### src/rtl/fwd_pkg.sv
package fwd_pkg;
   typedef enum logic [1:0] {
      SEL_RF  = 2'b00,
      SEL_MWB = 2'b01,
      SEL_EXM = 2'b10
   } fwd_sel_e;
endpackage

### src/rtl/fwd_hit.sv
module fwd_hit #(
   parameter int REG_AW    = 5,
   parameter bit SKIP_ZERO = 1'b1
) (
   input  logic              wr_en,
   input  logic [REG_AW-1:0] dst_idx,
   input  logic [REG_AW-1:0] src_idx,
   output logic              hit
);
   localparam logic [REG_AW-1:0] ZERO_IDX = '0;

   generate
      if (SKIP_ZERO) begin : g_skip_zero
         assign hit = wr_en && (dst_idx != ZERO_IDX) && (dst_idx == src_idx);
      end else begin : g_keep_zero
         assign hit = wr_en && (dst_idx == src_idx);
      end
   endgenerate
endmodule

### src/rtl/fwd_pick.sv
module fwd_pick
   import fwd_pkg::*;
(
   input  logic     hit_exm,
   input  logic     hit_mwb,
   output fwd_sel_e sel
);
   always_comb begin
      if (hit_exm)      sel = SEL_EXM;
      else if (hit_mwb) sel = SEL_MWB;
      else              sel = SEL_RF;
   end

   always_comb begin
      // the newer stage wins whenever it qualifies
      if (hit_exm) a_r5_newer_wins : assert (sel == SEL_EXM);
      // the older stage only when it hits and the newer one does not
      if (sel == SEL_MWB) a_r4_older_only_alone : assert (hit_mwb && !hit_exm);
   end
endmodule

### src/rtl/fwd_mux.sv
module fwd_mux
   import fwd_pkg::*;
#(
   parameter int DATA_W = 32
) (
   input  fwd_sel_e          sel,
   input  logic [DATA_W-1:0] rf_val,
   input  logic [DATA_W-1:0] exm_val,
   input  logic [DATA_W-1:0] mwb_val,
   output logic [DATA_W-1:0] y
);
   always_comb begin
      unique case (sel)
         SEL_EXM: y = exm_val;
         SEL_MWB: y = mwb_val;
         default: y = rf_val;
      endcase
   end

   always_comb begin
      // register file path when no bypass is chosen
      if (sel == SEL_RF) a_r1_rf_passthru : assert (y == rf_val);
   end
endmodule

### src/rtl/fwd_operand_unit.sv
module fwd_operand_unit
   import fwd_pkg::*;
#(
   parameter int REG_AW    = 5,
   parameter int DATA_W    = 32,
   parameter bit SKIP_ZERO = 1'b1
) (
   input  logic [REG_AW-1:0] ex_rs_idx,
   input  logic [REG_AW-1:0] ex_rt_idx,
   input  logic              exm_wr,
   input  logic [REG_AW-1:0] exm_dst,
   input  logic              mwb_wr,
   input  logic [REG_AW-1:0] mwb_dst,
   input  logic [DATA_W-1:0] rf_a_data,
   input  logic [DATA_W-1:0] rf_b_data,
   input  logic [DATA_W-1:0] exm_result,
   input  logic [DATA_W-1:0] mwb_result,
   output logic [1:0]        sel_a,
   output logic [1:0]        sel_b,
   output logic [DATA_W-1:0] opnd_a,
   output logic [DATA_W-1:0] opnd_b
);
   localparam int N_SRC = 2;
   localparam logic [REG_AW-1:0] ZERO_IDX = '0;

   generate
      if (REG_AW < 1 || REG_AW > 8) begin : g_bad_aw
         $error("fwd_operand_unit: REG_AW out of range");
      end
      if (DATA_W < 1) begin : g_bad_dw
         $error("fwd_operand_unit: DATA_W must be positive");
      end
   endgenerate

   logic [REG_AW-1:0] src_idx [N_SRC];
   logic [DATA_W-1:0] rf_val  [N_SRC];
   logic [DATA_W-1:0] out_val [N_SRC];
   fwd_sel_e          sel_v   [N_SRC];

   assign src_idx[0] = ex_rs_idx;
   assign src_idx[1] = ex_rt_idx;
   assign rf_val[0]  = rf_a_data;
   assign rf_val[1]  = rf_b_data;

   generate
      for (genvar g = 0; g < N_SRC; g++) begin : g_opnd
         logic hit_exm;
         logic hit_mwb;

         fwd_hit #(.REG_AW(REG_AW), .SKIP_ZERO(SKIP_ZERO)) u_hit_exm (
            .wr_en(exm_wr), .dst_idx(exm_dst), .src_idx(src_idx[g]), .hit(hit_exm));
         fwd_hit #(.REG_AW(REG_AW), .SKIP_ZERO(SKIP_ZERO)) u_hit_mwb (
            .wr_en(mwb_wr), .dst_idx(mwb_dst), .src_idx(src_idx[g]), .hit(hit_mwb));
         fwd_pick u_pick (
            .hit_exm(hit_exm), .hit_mwb(hit_mwb), .sel(sel_v[g]));
         fwd_mux #(.DATA_W(DATA_W)) u_mux (
            .sel(sel_v[g]), .rf_val(rf_val[g]), .exm_val(exm_result),
            .mwb_val(mwb_result), .y(out_val[g]));

         always_comb begin
            // a stage with its write flag low is never the source
            if (sel_v[g] == SEL_EXM) a_r6_exm_writes : assert (exm_wr);
            if (sel_v[g] == SEL_MWB) a_r6_mwb_writes : assert (mwb_wr);
            // register zero is never bypassed
            if (SKIP_ZERO && sel_v[g] != SEL_RF)
               a_r7_no_zero_bypass : assert (src_idx[g] != ZERO_IDX);
         end
      end
   endgenerate

   assign sel_a  = sel_v[0];
   assign sel_b  = sel_v[1];
   assign opnd_a = out_val[0];
   assign opnd_b = out_val[1];

   always_comb begin
      // the unused code never leaves the block
      a_r9_no_code3 : assert (sel_a != 2'b11 && sel_b != 2'b11);
      // an A bypass from the newer stage needs a destination match
      if (sel_a == 2'b10) a_r2_a_match : assert (exm_dst == ex_rs_idx);
      // a B bypass from the newer stage needs a destination match
      if (sel_b == 2'b10) a_r3_b_match : assert (exm_dst == ex_rt_idx);
   end
endmodule

### config.mk
export PLATFORM = sky130hd
export DESIGN_NAME = fwd_operand_unit
export DESIGN_NICKNAME = d
export VERILOG_FILES = /design/src/rtl/fwd_pkg.sv /design/src/rtl/fwd_hit.sv /design/src/rtl/fwd_pick.sv /design/src/rtl/fwd_mux.sv /design/src/rtl/fwd_operand_unit.sv
export SDC_FILE = /design/constraint.sdc
export NUM_CORES = 1
export LEC_CHECK = 0
export BUFFER_PORTS_ARGS = -buffer_cell sky130_fd_sc_hd__buf_2
export CAP_MARGIN = 20
export CORE_AREA = 2 2 85 87
export DETAILED_ROUTE_END_ITERATION = 8
export DIE_AREA = 0 0 87 89
export PLACE_DENSITY_LB_ADDON = 0.05
export SLEW_MARGIN = 20
export SYNTH_ARGS = -nofsm -noshare
export SYNTH_HDL_FRONTEND = slang
export SYNTH_HIERARCHICAL = 1
export SYNTH_SLANG_ARGS = --single-unit
export TNS_END_PERCENT = 50
### constraint.sdc
create_clock -name vclk -period 2.09
set_input_delay 0.209 -clock vclk [all_inputs]
set_output_delay 0.209 -clock vclk [all_outputs]
set_load 0.05 [all_outputs]
# Yosys cells after proc, flatten, opt, wreduce, memory -nomap -nowiden
# Index checks and enable logic that the tools add are counted.
[word_totals] regBits=0 latchBits=0 mem_bits_rw=0 romBits=0 in_bits=150 out_inout_bits=68 word_cells=22 memories=0
[op_classes] add_sub_neg=0 n_mul=0 div=0 magnitude_cmp=0 n_eq_ne=8 n_shift=0 n_mux=6 n_bitwise=0 n_reduce_logical=8
[ops] op="case mux 32 bit (2 select lines)" n=2
[ops] op="equality test 5 bit" n=4
[ops] op="nonzero test 5 bit" n=2
[ops] op="logical AND 1 bit" n=6
[ops] op="equality test 2 x 1 -> 1 bit (second input constant)" n=2
[ops] op="equality test 2 bit (second input constant)" n=2
[ops] op="2-to-1 mux 2 bit" n=2
[ops] op="2-to-1 mux 1 bit" n=2

# Logic depth before layout (Yosys ltp)
[depth] ltp_word=7 depth_mapped=10 mapped_depth_nobuf=8

# By module
# Netlist, hierarchy kept.
[modules_own_cells] module="fwd_mux" n_inst=2 cells_per_inst=113 area_per_inst_um2=636.9 seq_area_each_um2=0.0
[modules_own_cells] module="fwd_hit" n_inst=4 cells_per_inst=10 area_per_inst_um2=76.3 seq_area_each_um2=0.0
[modules_own_cells] module="fwd_pick" n_inst=2 cells_per_inst=2 area_per_inst_um2=21.3 seq_area_each_um2=0.0

# Worst setup path after synthesis
# No wires, ideal clock.
[synth_timing] path_type="input -> output" from="in exm_dst[0]" to="out opnd_a[29]" t_arrival_ns=2.684 t_required_ns=1.881 setup_slack_ns=-0.803 stages=8 path_buffers=1 path_cell_list="nor4_2 > o21ai_1 > and4_1 > nor2b_4 > inv_1 > ha_1 > buf_2 > o21ai_0"
[synth_via] elab_chain_cells=6 elab_cells_between_ends=8
[synth_lines] element="from (decl)" line="fwd_operand_unit.sv:11" source="input logic [REG_AW-1:0] exm_dst,"
[synth_lines] element="nonzero test 5 bit" line="fwd_hit.sv:14" source="assign hit = wr_en && (dst_idx != ZERO_IDX) && (dst_idx == src_idx);"
[synth_lines] element="logical AND 1 bit" line="fwd_hit.sv:14"
[synth_lines] element="logical AND 1 bit *" line="fwd_hit.sv:14"
[synth_lines] element="net g_opnd[0].hit_exm" line="fwd_operand_unit.sv:47" source="logic hit_exm;"
[synth_lines] element="2-to-1 mux 2 bit *" line="fwd_pick.sv:9" source="if (hit_exm) sel = SEL_EXM;"
[synth_lines] element="net sel_a[0]" line="fwd_operand_unit.sv:18" source="output logic [1:0] sel_a,"
[synth_lines] element="equality test 2 x 1 -> 1 bit / equality test 2 bit (equally long branches)" line="fwd_mux.sv:13" source="unique case (sel)"
[synth_lines] element="case mux 32 bit (2 select lines) *" line="fwd_mux.sv:13"
[synth_lines] element="to (decl)" line="fwd_operand_unit.sv:20" source="output logic [DATA_W-1:0] opnd_a,"
# The timed path passes the listed nets; every way through them passes the cells marked *.

# Worst setup path after layout
[layout_timing] from="in ex_rs_idx[3]" to="out opnd_a[12]"
[layout_via] elab_chain_cells=6 elab_cells_between_ends=9
[layout_lines] element="from (decl)" line="fwd_operand_unit.sv:8" source="input logic [REG_AW-1:0] ex_rs_idx,"
[layout_lines] element="equality test 5 bit *" line="fwd_hit.sv:14"
[layout_lines] element="logical AND 1 bit *" line="fwd_hit.sv:14"
[layout_lines] element="net g_opnd[0].hit_mwb" line="fwd_operand_unit.sv:48" source="logic hit_mwb;"
[layout_lines] element="2-to-1 mux 1 bit *" line="fwd_pick.sv:10" source="else if (hit_mwb) sel = SEL_MWB;"
[layout_lines] element="2-to-1 mux 2 bit *" line="fwd_pick.sv:9"
[layout_lines] element="equality test 2 x 1 -> 1 bit / equality test 2 bit (equally long branches)" line="fwd_mux.sv:13"
[layout_lines] element="case mux 32 bit (2 select lines) *" line="fwd_mux.sv:13"
# Marked as above.

==> run_results.csv <==
group,metric,value,unit
setup_path,slowest_stage,"ha_4",
synthesis,postSynthAreaPerCell,6.01,um^2
synthesis,synth_xor_area_share,8.64,%
route,num_vias,3146,
layout,fill_cells,481,
synthesis,synth_top_area_cell,"a22oi_1",
sta,hold-worst-slack,0.760,ns
setup_path,path_cells,"buf_6 > xor2_1 > nor3_1 > and4_1 > nor2b_4 > inv_2 > ha_4 > buf_12 > buf_16 > nand2_2 > o21ai_4 > buf_6",
layout,utilization,74.2,%
status,outcome,"finished, violations left",
route,avgRoutedWirePerCell,17.5,um
layout,nClkBuffers,0,
synthesis,synth_top_area_share,29.6,%
sta,relSlewSlack,75.9,%
place,io_buffers,218,
place,gp_congestion,0.786,
die,io_pins,218,
synthesis,yosysWarnings,6,
setup_path,cpMostUsedCell,"buf_6",
synthesis,synthMuxAreaShare,0,%
global_routing,grt_first_pass_wirelength,14500,um
route,vias_per_cell,5.41,
synthesis,synthDistinctLibCells,16,
layout,areaGrowthSynthToFinish,208,%
place,hpwl,6700,um
sta,fin_ws,-0.140,ns
setup_path,critPathBufInv,5,
route,drt_pass1_iterations,4,
synthesis,synth_area_leaders,"a22oi_1, o21ai_1, nand2_1",
synthesis,synth_top_family_by_area,"compound AO/OA/AOI/OAI gates",
sta,worst_pin_slew,0.362,ns
synthesis,synth-adder-area-share,3.09,%
global_routing,track_usage,23.0,%
die,num_rows,30,
synthesis,syn_inst,270,
synthesis,syn-cell-area,1620,um^2
die,start_util,24.1,%
setup_path,crit_fanout,8,
sta,finalMaxSlewViolations,0,
synthesis,synth_simple_gate_area_share,25.5,%
route,drc,0,
sta,fin_crit_sh,107,%
sta,clock.fmax,448,MHz
flow_run,cap_violations,0,
setup_path,worst_setup_path_end_kind,"output pin",
hold_path,holdCritPathClass,"primary input to output pin",
status,failed_checks,"setup timing",
global_routing,grt_pass1_vias,3135,
setup_path,criticalPathCategory,"primary input to output pin",
power_and_ir_drop,p_leak,2.04,nW
power_and_ir_drop,p_per_area,235,nW/um^2
die,die_h,89,um
layout,seqCellArea,0,um^2
clocking,hold_buffers,0,
route,ant_nets,0,
sta,finalSetupViolCount,64,
layout,drive_gt1_share,82.3,%
power_and_ir_drop,peakVddDrop,0.000140,V
global_routing,antenna_found_initial,0,
die,die_area,7740,um^2
setup_path,arrival,2.02,ns
layout,nNetsFinal,658,
die,fp.coreArea,6720,um^2
sta,rsz0062_at_grt,"true",
synthesis,synth_compound_area_share,50.6,%
sta,period_needed,2.23,ns
layout,n_sequential_cell,0,
setup_path,cpPeakStageDelay,0.36,ns
synthesis,ys_seq_area_share,0,%
die,chipWidth,87,um
global_routing,grt_max_degree,18,
route,wl,10200,um
layout,antennaDiodeCount,0,
route,drtIter0Drc,110,
setup_path,startpoint_type,"primary input",
sta,hold_viol_final,0,
global_routing,grt_overflow,0,
synthesis,syn-num-nets,424,
setup_path,crit_family,"buffers and inverters",
setup_path,critical_path_required,1.88,ns
[power breakdown]
| part | switching, mW | leakage, nW | internal, mW | total [mW] |
|---|---|---|---|---|
| combinational | 0.666 | 2.04 | 0.507 | 1.17 |
| clock | 0 | 0 | 0 | 0 |
| sequential | 0 | 0 | 0 | 0 |
[tightest hold or removal path: stages]
cell,delay [ns]
buf_2,0.08
nand2_2,0.06
o21ai_4,0.06
buf_8,0.14
[stage by stage]
step                TNS (ns)  instances  worst slack (ns)  power (mW)  instance area (um^2)
global placement      -14.65        563            -0.268       0.886                  3730
detailed placement    -16.20        563            -0.313       0.893                  3730
global route          -10.59        582            -0.225        1.23                  4990
CTS                    -6.54        581            -0.135        1.14                  4850
finish                 -4.74        582            -0.140        1.17                  4990
floorplan              -4.98        270           -0.0828       0.611                  2510
[cells in the mapped netlist]
master	number
nor3_1	4
buf_6	6
xnor2_1	4
or2_0	4
a22oi_1	64
inv_1	4
nor2b_4	2
and4_1	4
buf_4	2
buf_2	20
nor4_2	4
ha_1	4
nand2_1	68
o21ai_0	4
xor2_1	12
o21ai_1	64
[kinds of logic (layout without fill, tap and decap cells)]
group / count (synthesis) / after routing
AO/OA/AOI/OAI: 132 / 132
XOR/XNOR: 16 / 16
buffers and inverters: 32 / 264
AND/OR/NAND/NOR: 86 / 86
adder cells (fa/ha/maj): 4 / 4
[path summary, 6_finish.rpt]
| check | from | endpoint | slack, ns | cells past startpoint |
|---|---|---|---|---|
| worst max-delay path | ex_rs_idx[3] | opnd_a[12] | -0.14 | 12 |
| worst min-delay path | rf_a_data[30] | opnd_a[30] | 0.76 | 4 |
[cell type report]
| cell class | count | area, um^2 | share of cell area, % |
|---|---|---|---|
| repair buffers | 260 | 2300 | 46.1 |
| inverters | 4 | 15.0 | 0.301 |
| multi-input cells | 238 | 2570 | 51.6 |
| well taps | 80 | 100 | 2.01 |
[timing repair]
item,in CTS,in global routing
buffers inserted,9,5
gates cloned,9,0
setup endpoints to repair,64,64
endpoints found under the hold margin,0,0
pin swaps,7,5
gates resized for setup,225,54
[layer usage]
metal	vias up	share of wire (%)	routed length [um]	global-route usage [%]
met4	0	1.5	157	3.41
met5	-	0	0	0
met2	154	55	5660	47.0
met1	1508	35	3580	24.8
li1	1468	-	-	-
met3	16	8.0	819	3.88
[cell usage in the layout (no fill, tap or decap)]
cell,instances
buf_6,64
nor3_1,4
buf_8,15
nand2_4,24
a22oi_2,27
buf_2,143
o21ai_4,64
and4_1,2
inv_2,2
buf_4,14
xor2_1,12
nand2_2,24
buf_16,7
nor2b_4,2
and4_4,2
a22oi_1,37
ha_2,2
buf_12,17
xnor2_1,4
nor4_4,2
inv_1,2
o21ai_1,4
nor4_2,2
or2_0,4
ha_4,2
nand2_1,20
No activity file was read; power rests on OpenSTA's default activity.
